File: config.mk
export PLATFORM = sky130hd
export DESIGN_NAME = quiz_buzzer_ctrl
export DESIGN_NICKNAME = d
export VERILOG_FILES = /design/src/rtl/qb_pkg.sv /design/src/rtl/qb_rst_sync.sv /design/src/rtl/qb_btn_sync.sv /design/src/rtl/qb_arbiter.sv /design/src/rtl/qb_bcd_timer.sv /design/src/rtl/quiz_buzzer_ctrl.sv
export SDC_FILE = /design/constraint.sdc
export NUM_CORES = 1
export LEC_CHECK = 0
export BUFFER_PORTS_ARGS = -buffer_cell sky130_fd_sc_hd__buf_2
export CORE_AREA = 2 2 58 60
export DETAILED_ROUTE_END_ITERATION = 8
export DIE_AREA = 0 0 60 62
export MAX_ROUTING_LAYER = met4
export PLACE_DENSITY_LB_ADDON = 0.3
export SYNTH_ARGS = -nofsm -noshare
export SYNTH_HDL_FRONTEND = slang
export SYNTH_HIERARCHICAL = 1
export SYNTH_SLANG_ARGS = --single-unit
File: constraint.sdc
create_clock -name clk -period 1.93 [get_ports clk]
set_input_delay 0.193 -clock clk [delete_from_list [all_inputs] [get_ports clk]]
set_output_delay 0.193 -clock clk [all_outputs]
set_load 0.01 [all_outputs]
File: src/rtl/qb_pkg.sv
package qb_pkg;
  localparam int unsigned DIGIT_W = 4;
  typedef logic [DIGIT_W-1:0] bcd_t;
  localparam bcd_t BCD_NINE = bcd_t'(9);
  localparam bcd_t BCD_ZERO = bcd_t'(0);
endpackage

File: src/rtl/qb_rst_sync.sv
module qb_rst_sync #(
  parameter int unsigned STAGES = 2
) (
  input  logic clk,
  input  logic clr_n,
  output logic rst_n
);
  logic [STAGES-1:0] chain_q;

  always_ff @(posedge clk or negedge clr_n) begin
    if (!clr_n) chain_q <= '0;
    else        chain_q <= {chain_q[STAGES-2:0], 1'b1};
  end

  assign rst_n = chain_q[STAGES-1];
endmodule

File: src/rtl/qb_btn_sync.sv
module qb_btn_sync #(
  parameter int unsigned N_BTN = 4
) (
  input  logic             clk,
  input  logic             rst_n,
  input  logic [N_BTN-1:0] btn_raw,
  output logic [N_BTN-1:0] press_edge
);
  for (genvar g = 0; g < N_BTN; g++) begin : g_btn
    logic meta_q, sync_q, last_q;

    always_ff @(posedge clk or negedge rst_n) begin
      if (!rst_n) begin
        meta_q <= 1'b0;
        sync_q <= 1'b0;
        last_q <= 1'b0;
      end else begin
        meta_q <= btn_raw[g];
        sync_q <= meta_q;
        last_q <= sync_q;
      end
    end

    assign press_edge[g] = sync_q & ~last_q;
  end
endmodule

File: src/rtl/qb_arbiter.sv
module qb_arbiter #(
  parameter int unsigned N_BTN       = 4,
  parameter int unsigned CODE_W      = 4,
  parameter int unsigned BEEP_CYCLES = 8
) (
  input  logic              clk,
  input  logic              rst_n,
  input  logic [N_BTN-1:0]  press_edge,
  output logic [N_BTN-1:0]  lamp,
  output logic [CODE_W-1:0] winner_code,
  output logic              locked,
  output logic              beep
);
  localparam int unsigned BEEP_W = $clog2(BEEP_CYCLES + 1);
  localparam logic [CODE_W-1:0] NO_WINNER = '1;
  localparam logic [BEEP_W-1:0] BEEP_LOAD = BEEP_W'(BEEP_CYCLES);

  logic [N_BTN-1:0]  lamp_q, lamp_d;
  logic [CODE_W-1:0] code_q, code_d;
  logic              lock_q, lock_d;
  logic [BEEP_W-1:0] beep_q, beep_d;
  logic [CODE_W-1:0] pick_code;
  logic [N_BTN-1:0]  pick_onehot;

  always_comb begin
    pick_code = NO_WINNER;
    for (int i = N_BTN - 1; i >= 0; i--) begin
      if (press_edge[i]) pick_code = CODE_W'(i + 1);
    end
    pick_onehot = press_edge & ~(press_edge - 1'b1);
  end

  always_comb begin
    lamp_d = lamp_q;
    code_d = code_q;
    lock_d = lock_q;
    beep_d = beep_q;
    if (beep_q != '0) beep_d = beep_q - 1'b1;
    if (!lock_q && (press_edge != '0)) begin
      lock_d = 1'b1;
      lamp_d = pick_onehot;
      code_d = pick_code;
      beep_d = BEEP_LOAD;
    end
  end

  always_ff @(posedge clk or negedge rst_n) begin
    if (!rst_n) begin
      lamp_q <= '0;
      code_q <= NO_WINNER;
      lock_q <= 1'b0;
      beep_q <= '0;
    end else begin
      lamp_q <= lamp_d;
      code_q <= code_d;
      lock_q <= lock_d;
      beep_q <= beep_d;
    end
  end

  assign lamp        = lamp_q;
  assign winner_code = code_q;
  assign locked      = lock_q;
  assign beep        = (beep_q != '0);


  one_lamp_chk: assert property (@(posedge clk) disable iff (!rst_n)
    $onehot0(lamp_q) && (lock_q == (lamp_q != '0)));

  lock_hold_chk: assert property (@(posedge clk) disable iff (!rst_n)
    lock_q |=> (lock_q && $stable(lamp_q) && $stable(code_q)));

  idle_code_chk: assert property (@(posedge clk) disable iff (!rst_n)
    !lock_q |-> (code_q == NO_WINNER));

  beep_in_round_chk: assert property (@(posedge clk) disable iff (!rst_n)
    beep |-> lock_q);

  beep_start_chk: assert property (@(posedge clk) disable iff (!rst_n)
    $rose(lock_q) |-> beep);
endmodule

File: src/rtl/qb_bcd_timer.sv
module qb_bcd_timer
  import qb_pkg::*;
#(
  parameter bcd_t START_HI = BCD_NINE,
  parameter bcd_t START_LO = BCD_NINE
) (
  input  logic clk,
  input  logic rst_n,
  input  logic run_en,
  input  logic tick,
  output bcd_t hi,
  output bcd_t lo,
  output logic alarm
);
  bcd_t hi_q, hi_d, lo_q, lo_d;
  logic al_q, al_d;

  always_comb begin
    hi_d = hi_q;
    lo_d = lo_q;
    al_d = al_q;
    if (!run_en) begin
      hi_d = START_HI;
      lo_d = START_LO;
      al_d = 1'b0;
    end else if (tick) begin
      if (lo_q == BCD_ZERO && hi_q == BCD_ZERO) begin
        al_d = 1'b1;
      end else if (lo_q == BCD_ZERO) begin
        lo_d = BCD_NINE;
        hi_d = hi_q - 1'b1;
      end else begin
        lo_d = lo_q - 1'b1;
      end
      if (lo_d == BCD_ZERO && hi_d == BCD_ZERO) al_d = 1'b1;
    end
  end

  always_ff @(posedge clk or negedge rst_n) begin
    if (!rst_n) begin
      hi_q <= START_HI;
      lo_q <= START_LO;
      al_q <= 1'b0;
    end else begin
      hi_q <= hi_d;
      lo_q <= lo_d;
      al_q <= al_d;
    end
  end

  assign hi    = hi_q;
  assign lo    = lo_q;
  assign alarm = al_q;


  bcd_range_chk: assert property (@(posedge clk) disable iff (!rst_n)
    (lo_q <= BCD_NINE) && (hi_q <= BCD_NINE));

  no_tick_hold_chk: assert property (@(posedge clk) disable iff (!rst_n)
    (run_en && !tick) |=> ($stable(hi_q) && $stable(lo_q)));

  idle_preset_chk: assert property (@(posedge clk) disable iff (!rst_n)
    !run_en |=> (hi_q == START_HI && lo_q == START_LO && !al_q));

  alarm_zero_chk: assert property (@(posedge clk) disable iff (!rst_n)
    al_q |-> (hi_q == BCD_ZERO && lo_q == BCD_ZERO));

  alarm_sticky_chk: assert property (@(posedge clk) disable iff (!rst_n)
    (al_q && run_en) |=> al_q);
endmodule

File: src/rtl/quiz_buzzer_ctrl.sv
module quiz_buzzer_ctrl
  import qb_pkg::*;
#(
  parameter int unsigned N_BTN       = 4,
  parameter int unsigned CODE_W      = 4,
  parameter int unsigned BEEP_CYCLES = 8,
  parameter int unsigned RST_STAGES  = 2
) (
  input  logic              clk,
  input  logic              clr_n,
  input  logic              sec_tick,
  input  logic [N_BTN-1:0]  btn,
  output logic [N_BTN-1:0]  lamp,
  output logic [CODE_W-1:0] winner_code,
  output logic              locked,
  output logic              press_beep,
  output logic [3:0]        digit_hi,
  output logic [3:0]        digit_lo,
  output logic              time_alarm
);
  logic             rst_n;
  logic [N_BTN-1:0] press_edge;
  logic             lock_w;
  bcd_t             hi_w, lo_w;

  qb_rst_sync #(.STAGES(RST_STAGES)) u_rst (
    .clk(clk), .clr_n(clr_n), .rst_n(rst_n)
  );

  qb_btn_sync #(.N_BTN(N_BTN)) u_sync (
    .clk(clk), .rst_n(rst_n), .btn_raw(btn), .press_edge(press_edge)
  );

  qb_arbiter #(.N_BTN(N_BTN), .CODE_W(CODE_W), .BEEP_CYCLES(BEEP_CYCLES)) u_arb (
    .clk(clk), .rst_n(rst_n), .press_edge(press_edge),
    .lamp(lamp), .winner_code(winner_code), .locked(lock_w), .beep(press_beep)
  );

  qb_bcd_timer u_tmr (
    .clk(clk), .rst_n(rst_n), .run_en(lock_w), .tick(sec_tick),
    .hi(hi_w), .lo(lo_w), .alarm(time_alarm)
  );

  assign locked   = lock_w;
  assign digit_hi = hi_w;
  assign digit_lo = lo_w;
endmodule

After elaboration in Yosys (flattened, before gate mapping)
Index checks and enable logic that the tools add are counted.
- bits in registers: 36
- input port bits: 7
- output and inout port bits: 19
- word-level logic and storage cells: 70
- add/subtract/negate cells: 4
- eq/ne operators: 2
- multiplexer cells: 22
- bitwise operators: 10
- reductions and logical operators: 12
- operator list (kind ; number):
    $mux 4 ; 18
    $logic_not 4->1 ; 4
    $sub 4x1->4 const B ; 4
    $reduce_bool 4->1 ; 2
    $and 1x1->1 ; 4
    $and 4x4->4 ; 1
    $mux 1 ; 4
    $not 1->1 ; 4
    $not 4->4 ; 1
    $logic_and 1x1->1 ; 3
    $ne 3x1->1 const B ; 1
    $ne 2x2->1 const B ; 1
    $reduce_and 2->1 ; 1
    $reduce_bool 2->1 ; 1
    $logic_not 1->1 ; 1

Depth between registers and ports, before layout
Gate-level depths: netlist (run 1).
- word-level depth: 10
- depth in mapped cells: 7
- depth with buffers taken out: 6

Hierarchy
The synthesis (run 1) kept the hierarchy.
- by module, submodules not included (module ; times used ; cells an instance ; area an instance (um2) ; sequential area each (um2)):
    qb_bcd_timer ; 1 ; 74 ; 629.4 ; 230.2
    qb_arbiter ; 1 ; 57 ; 609.3 ; 330.3
    qb_btn_sync ; 1 ; 16 ; 355.3 ; 300.3
    qb_rst_sync ; 1 ; 3 ; 53.8 ; 50.0

Worst setup path before layout (run 1)
No wires, ideal clock.
- kind: register to register
- start point: register u_tmr.lo_q[1] (netlist: u_tmr/lo[1])
- end point: register u_tmr.al_q (netlist: u_tmr/alarm)
- arrival time: 1660 ps
- setup slack: 167 ps
- stages on the path, launching flop included: 8
- path buffers: 1
- period minus slack after synthesis: 1763 ps
- path through: dfrtp_1 -> inv_1 -> ha_1 -> buf_6 -> or3b_4 -> nor2_1 -> a32oi_1 -> o41ai_2
- word-level cells in the longest chain between the ends: 10
- RTL lines (element ; RTL line ; text):
    start, declared ; qb_bcd_timer.sv:15 ; bcd_t hi_q, hi_d, lo_q, lo_d;
    start signal, assigned ; qb_bcd_timer.sv:46 ; lo_q <= lo_d;
    $sub 4x1->4 or $logic_not 4->1 (tied branches) ; qb_bcd_timer.sv:33, qb_bcd_timer.sv:27, qb_bcd_timer.sv:29 ;
    $mux 4 or $logic_and 1x1->1 (tied branches) ; qb_bcd_timer.sv:29, qb_bcd_timer.sv:27 ;
    $mux 4 ; qb_bcd_timer.sv:27 ; if (lo_q == BCD_ZERO && hi_q == BCD_ZERO) begin
    $mux 4 ; qb_bcd_timer.sv:26 ; end else if (tick) begin
    $mux 4 ; qb_bcd_timer.sv:22 ; if (!run_en) begin
    $logic_not 4->1 ; qb_bcd_timer.sv:35 ; if (lo_d == BCD_ZERO && hi_d == BCD_ZERO) al_d = 1'b1;
    $logic_and 1x1->1 ; qb_bcd_timer.sv:35 ;
    $mux 1 ; qb_bcd_timer.sv:35 ;
    $mux 1 ; qb_bcd_timer.sv:26 ;
    $mux 1 ; qb_bcd_timer.sv:22 ;
    end signal, assigned ; qb_bcd_timer.sv:47 ; al_q <= al_d;
    end, declared ; qb_bcd_timer.sv:16 ; logic al_q, al_d;
Several ways; a longest one is shown, not always the timed one. The select of a mux whose other input is x is not followed.
A chain may end at the register's enable or synchronous reset.

Worst setup path after layout (run 1)
- start point: register u_tmr.hi_q[1] (netlist: u_tmr/hi[1])
- end point: register u_tmr.al_q (netlist: u_tmr/alarm)
- word-level cells in the longest chain between the ends: 10
- RTL lines (element ; RTL line ; text):
    start, declared ; qb_bcd_timer.sv:15 ;
    start signal, assigned ; qb_bcd_timer.sv:45 ; hi_q <= hi_d;
    $sub 4x1->4 or $logic_not 4->1 (tied branches) ; qb_bcd_timer.sv:31, qb_bcd_timer.sv:27 ;
    $mux 4 or $logic_and 1x1->1 (tied branches) ; qb_bcd_timer.sv:29, qb_bcd_timer.sv:27 ;
    $mux 4 ; qb_bcd_timer.sv:27 ;
    $mux 4 ; qb_bcd_timer.sv:26 ;
    $mux 4 ; qb_bcd_timer.sv:22 ;
    $logic_not 4->1 ; qb_bcd_timer.sv:35 ;
    $logic_and 1x1->1 ; qb_bcd_timer.sv:35 ;
    $mux 1 ; qb_bcd_timer.sv:35 ;
    $mux 1 ; qb_bcd_timer.sv:26 ;
    $mux 1 ; qb_bcd_timer.sv:22 ;
Several ways; a longest one is shown, not always the timed one. The select of a mux whose other input is x is not followed.

==> results.py, run 1 <==
metrics = {
    "clocking": {
        "post_cts_buffers": 0,
        "cts_made_buffers": 5,
        "clkTransAtPathRegs_ps": 120,
        "cts_tree": "yes",
        "htreeDepth": 2,
        "clock_tree.root_cell": "clkbuf_4",
        "clock_latency_ps": 350,
        "cts.sinks": 36,
        "clockBufferDepth": 2,
    },
    "die": {
        "core_region_area_um2": 3180,
        "die-area_um2": 3720,
        "pin_count": 26,
        "num_rows": 21,
        "initial_utilization_pct": 51.8,
        "die_w_um": 60,
        "die_h_um": 62,
    },
    "sta": {
        "setup_tns_ps": 0,
        "min_period_over_period_pct": 94.6,
        "fmax_ghz": 0.548,
        "slew_violations": 0,
        "hold_viol": 0,
        "setup_viol": 0,
        "fin_crit_ps": 1830,
        "rsz0062_at_grt": "false",
        "skew_ps": 4.27,
    },
    "final_layout": {
        "layout-drive-gt1-share_pct": 31.2,
        "nNetsFinal": 196,
        "fin_cells": 232,
        "area_delta_synth_final_pct": 19.3,
        "fillers": 267,
        "diodes": 0,
    },
    "global_route": {
        "grt_pass1_wl_um": 5600,
        "grtUsageTotal_pct": 21.4,
        "gr-total-overflow": 0,
        "grt_max_degree": 19,
        "grt_pass1_vias": 1252,
        "antenna_found_initial": 0,
    },
    "placement": {
        "routabilityCongestion": 0.886,
        "port_buffers": 25,
        "dpl.hpwl_um": 2310,
        "placedCellCount": 219,
    },
    "logic_synthesis": {
        "ys_seq_elements": 36,
        "synth-edff-count": 0,
        "yosys.area.top_type": "dfrtp_1",
        "netlist_area_um2": 1650,
        "yosysSeqAreaShare_pct": 55.3,
        "async_flop_share_pct": 100,
        "ys.flop_type": "dfrtp_1",
        "synth_area_leaders": "dfrtp_1 43%, dfstp_2 13%, nor2_1 3.6%",
        "synth_cell_type_count": 47,
        "synth.net_count": 161,
        "syn-instance-count": 150,
        "yosysWarnings": 6,
        "yosys.area.top_type_share_pct": 42.5,
        "avgSynthCellArea_um2": 11.0,
    },
    "run": {
        "drv_cap": 0,
    },
    "critical_path": {
        "required_ps": 2190,
        "cp_top_family": "compound AO/OA/AOI/OAI gates",
        "r2r_end": "u_tmr/alarm$_DFFE_PN0P_",
        "worstPathMaxFanout": 5,
        "cp.depth": 6,
        "cp-startpoint": "u_tmr/hi[1]$_DFFE_PN0P_",
        "cp_num_buf_inv": 1,
        "worst_setup_path_end_kind": "flip-flop",
        "critical_path_class": "reg2reg",
        "max_stage_delay_ps": 440,
        "cp-start-kind": "flip-flop",
        "r2r-start": "u_tmr/hi[1]$_DFFE_PN0P_",
        "critPathSlowestCell": "dfrtp_1",
        "cp.arrival_ps": 2080,
        "path_cells": "inv_1 -> ha_2 -> or3b_1 -> o21ai_0 -> a32oi_1 -> o41ai_2",
        "rr_worst_depth": 6,
        "rrSetupSlack_ps": 100,
    },
    "routing": {
        "drt_iter0_markers": 68,
        "drc": 0,
        "avgViaCountPerCell": 5.41,
        "dr.pass1.iters": 4,
        "ant_nets": 0,
        "post_drt_wl_per_cell_um": 14.2,
        "wl_um": 3300,
        "via_count": 1254,
    },
    "power": {
        "swShare_pct": 36.3,
        "p_comb_share_pct": 35.0,
        "power_frac_clock_pct": 21.3,
        "cell_internal_pwr_w": 0.00166,
        "switching_power_w": 0.000945,
        "power_density_nw_per_um2": 1330,
        "p_seq_share_pct": 43.7,
        "peakVddDrop_mv": 0.813,
        "p_leak_nw": 0.904,
    },
    "hold_path": {
        "min_path_type": "in2async",
    },
    "outcome": {
        "status": "complete, no violations",
    },
}
area by class of cell:
cell class	instances	area, µm²	share of cell area (%)
well taps	46	57.6	2.93
inverters	9	33.8	1.72
multi-input cells	99	674	34.3
repair buffers	34	205	10.4
flip-flops and latches	36	911	46.3
clock buffers	5	37.5	1.91
clock inverters	3	46.3	2.36
timing repair:
item	4_1_cts	5_1_grt
hold buffers	5	0
endpoints found under the hold margin	6	0
resized for setup	0	2
setup endpoints to repair	0	2
worst register-to-register path, delay by kind of cell (launching register included):
| family | cells | cell delay, ps |
|---|---|---|
| adders and majority gates | 1 | 210 |
| DFF | 1 | 440 |
| AOI/OAI and AO/OA | 3 | 540 |
| and+or+nand+nor | 1 | 410 |
| buffers and inverters | 1 | 120 |
per-stage QoR:
step           utilization, %  instance area (µm²)  hold WS [ps]  setup WS [ps]  total power (W)
2_1_floorplan               -                 1650          -103            167          0.00178
3_3_place_gp             57.5                 1830         -22.7            166          0.00197
3_5_place_dp             57.5                 1830         -18.4           44.1          0.00203
4_1_cts                  61.7                 1960           117           3.83          0.00259
5_1_grt                  61.8                 1970           119           22.2          0.00279
6_report                 61.8                 1970           137            104          0.00261
how the worst max path moves through the flow:
stage,to,slack (ps)
2_1_floorplan,u_tmr/alarm$_DFFE_PN0P_,170
3_3_place_gp,u_tmr/alarm$_DFFE_PN0P_,170
3_5_place_dp,u_tmr/alarm$_DFFE_PN0P_,40
4_1_cts,u_tmr/alarm$_DFFE_PN0P_,4
5_1_grt,u_tmr/alarm$_DFFE_PN0P_,20
6_report,u_tmr/alarm$_DFFE_PN0P_,100
metal layers:
metal	GRT usage (%)	vias to the layer above	part of all wire [%]
li1	-	579	-
met1	25.0	614	41
met2	33.7	46	50
met3	6.21	15	5.2
met4	10.8	0	3.4
met5	-	-	0
sequential cells by signal, summed over array words and instances, names as in the netlist:
register,cells
u_sync/g_btn.last_q,4
u_tmr/hi,4
u_arb/beep_q,4
u_tmr/alarm,1
u_rst/chain_q,2
u_tmr/lo,4
u_arb/winner_code,4
u_arb/lamp,4
u_arb/locked,1
u_sync/g_btn.meta_q,4
u_sync/g_btn.sync_q,4
layout by cell type, fill, tap and decap left out, types with 2 or more instances in the layout:
master	count
nor3_1	5
dfstp_2	8
nand2b_1	2
nor2_1	16
o21ai_0	7
buf_4	4
nor2b_1	4
nor2b_4	4
ha_1	3
inv_1	9
nand2_1	14
o31ai_1	3
dfrtp_1	28
o21ai_1	2
a21oi_1	6
buf_2	25
dlygate4sd3_1	5
or3b_4	2
o211ai_1	2
clkbuf_4	5
xnor2_1	3
kinds of logic after synthesis:
group / share of synthesized area, %
AO/OA/AOI/OAI: 12.1
XOR/XNOR: 1.59
adder cells (fa/ha/maj): 3.04
buffers and inverters: 4.10
flip-flops: 55.3
multiplexers: 1.52
other: 0.228
AND/OR/NAND/NOR: 22.1
synth_stat cells, types with 2 or more instances:
master	count
nand2b_1	2
o31ai_1	3
xnor2_1	3
o21ai_0	7
nor3_1	5
nor2_1	16
nor2b_1	4
a21oi_1	6
dfstp_2	8
o211ai_1	2
dfrtp_1	28
ha_1	4
buf_2	2
nor2b_4	4
inv_1	9
nand2_1	14
o21ai_1	2
or3b_1	2
power by group through the flow:
stage          logic, W  registers, W  clock network (W)
3_5_place_dp   0.000883       0.00115                  0
2_1_floorplan  0.000633       0.00115                  0
4_1_cts        0.000895       0.00114           0.000563
3_3_place_gp   0.000836       0.00113                  0
6_report       0.000913       0.00114           0.000555
5_1_grt         0.00101       0.00117           0.000607
Note: power is estimated with default switching activity, not from simulation.
==> run 2: changes to the inputs <==
CORE_AREA = 2 2 64 66   (was 2 2 58 60)
DIE_AREA = 0 0 66 68   (was 0 0 60 62)
MAX_ROUTING_LAYER = default   (was met4)
==> run 2 against run 1 <==
  * Critical path depth grew 1
  * Clock power rose by 18%
  * Register-to-register slack better by 50 ps
  * Die area rose by 21%
  * Worst hold slack lost 130 ps
  * Critical endpoint unchanged
  * Largest power group unchanged
==> results.py, run 2 (same netlist as run 1, synthesis figures left out) <==
metrics = {
    "outcome": {
        "status": "complete, no violations",
    },
    "placement": {
        "routabilityCongestion": 0.931,
        "port_buffers": 25,
        "placed_cell_area_um2": 1830,
        "dpl.hpwl_um": 2140,
        "placedCellCount": 223,
    },
    "die": {
        "num_rows": 23,
        "pin_count": 26,
        "die_w_um": 66,
        "die_h_um": 68,
        "initial_utilization_pct": 42.7,
        "die-area_um2": 4490,
        "core_region_area_um2": 3860,
    },
    "power": {
        "peakVddDrop_mv": 0.698,
        "power_w": 0.00270,
        "p_leak_nw": 0.900,
        "power_density_nw_per_um2": 1380,
    },
    "clocking": {
        "clock_tree.root_cell": "clkbuf_8",
        "post_cts_buffers": 0,
        "cts_tree": "yes",
        "htreeDepth": 2,
        "cts_made_buffers": 5,
        "clock_latency_ps": 280,
        "clockBufferDepth": 2,
        "cts.sinks": 36,
        "clkTransAtPathRegs_ps": 70,
    },
    "global_route": {
        "gr-total-overflow": 0,
        "antenna_found_initial": 0,
        "grtUsageTotal_pct": 14.9,
        "grt_max_degree": 26,
        "grt_pass1_vias": 1129,
        "grt_pass1_wl_um": 5040,
    },
    "routing": {
        "drc": 0,
        "avgViaCountPerCell": 5.24,
        "ant_nets": 0,
        "dr.pass1.iters": 4,
        "drt_iter0_markers": 37,
        "via_count": 1216,
        "wl_um": 3040,
        "post_drt_wl_per_cell_um": 13.1,
    },
    "sta": {
        "slew_violations": 0,
        "rsz0062_at_grt": "false",
        "fmax_ghz": 0.564,
        "min_period_over_period_pct": 91.9,
        "skew_ps": 3.02,
        "setup_viol": 0,
        "fin_crit_ps": 1770,
        "hold_viol": 0,
        "setup_tns_ps": 0,
    },
    "critical_path": {
        "r2r_end": "u_tmr/alarm$_DFFE_PN0P_",
        "rr_worst_depth": 7,
        "cp.arrival_ps": 1960,
        "worstPathMaxFanout": 7,
        "rrSetupSlack_ps": 160,
        "required_ps": 2120,
        "worst_setup_path_end_kind": "flip-flop",
        "cp-start-kind": "flip-flop",
        "critical_path_class": "reg2reg",
        "r2r-start": "u_tmr/lo[0]$_DFFE_PN1P_",
    },
    "final_layout": {
        "final_common_cell": "dfrtp_1",
        "nNetsFinal": 192,
        "fin_cells": 232,
        "multi_input_area_um2": 674,
        "layout-drive-gt1-share_pct": 31.9,
        "mostFrequentLayoutCells": "28 x dfrtp_1, 25 x buf_2, 16 x nor2_1, 14 x nand2_1, 9 x inv_1",
        "fin_area_um2": 1960,
        "area_delta_synth_final_pct": 18.8,
        "seqCellArea_um2": 911,
        "fillers": 362,
        "diodes": 0,
    },
    "hold_path": {
        "min_from": "btn[0]",
        "min_delay_worst_endpoint": "u_sync/g_btn[0].meta_q$_DFF_PN0_",
        "min_path_type": "in2reg",
        "hold_path_depth": 1,
    },
    "run": {
        "drv_cap": 0,
    },
}
[run 2: timing repair]
action | CTS | global route
endpoints found under the hold margin | 2 | 0
setup endpoints to repair | 0 | 1
hold buffers | 1 | 0
resized for setup | 0 | 2
[run 2: worst max-delay path by stage]
| stage | startpoint | endpoint | slack, ps | cells after the start |
|---|---|---|---|---|
| 4_1_cts | u_tmr/hi[1]$_DFFE_PN0P_ | u_tmr/alarm$_DFFE_PN0P_ | 60 | 6 |
| 3_3_place_gp | u_tmr/hi[1]$_DFFE_PN0P_ | u_tmr/alarm$_DFFE_PN0P_ | 160 | 6 |
| 3_5_place_dp | u_tmr/hi[1]$_DFFE_PN0P_ | u_tmr/alarm$_DFFE_PN0P_ | 70 | 6 |
| 6_report | u_tmr/lo[0]$_DFFE_PN1P_ | u_tmr/alarm$_DFFE_PN0P_ | 160 | 7 |
| 5_1_grt | u_tmr/lo[0]$_DFFE_PN1P_ | u_tmr/alarm$_DFFE_PN0P_ | 6 | 7 |
| 2_1_floorplan | u_tmr/lo[1]$_DFFE_PN0P_ | u_tmr/alarm$_DFFE_PN0P_ | 170 | 7 |
[run 2: final cells by class]
type,instances,area share [%]
Clock buffer,5,3.51
Inverter,9,1.73
Clock inverter,3,2.17
Timing Repair Buffer,30,8.43
Tap cell,50,3.19
Multi-Input combinational cell,99,34.4
Sequential cell,36,46.5
[run 2: worst max-delay path: stages (launching register included)]
cell	delay, ps
dfstp_2	580
inv_1	50
ha_1	240
buf_4	170
xnor2_1	120
and3_1	170
a31oi_1	60
o41ai_2	290
[run 2: report_power, final]
part,switching (W),internal [W]
Clock,0.000272,0.000382
Combinational,0.000477,0.000446
Sequential,0.000183,0.000941
[run 2: per-layer routing]
metal  vias to the layer above  routed length (µm)  global-route usage [%]
met5                         -                   0                       0
met4                         0                  68                    8.16
met3                         9                 174                    3.95
met2                        44                1440                    22.0
met1                       591                1360                    20.2
li1                        572                   -                       -
[run 2: per-stage QoR]
stage / worst slack, ps / hold slack (ps) / util, %
final: 157 / 11.1 / 50.8
after global routing: 6.14 / 0.0202 / 50.8
after CTS: 59.9 / 1.04 / 50.6
after detailed placement: 74.3 / -19.9 / 47.5
after global placement: 165 / -22.3 / 47.5
after floorplan: 167 / -103 / -
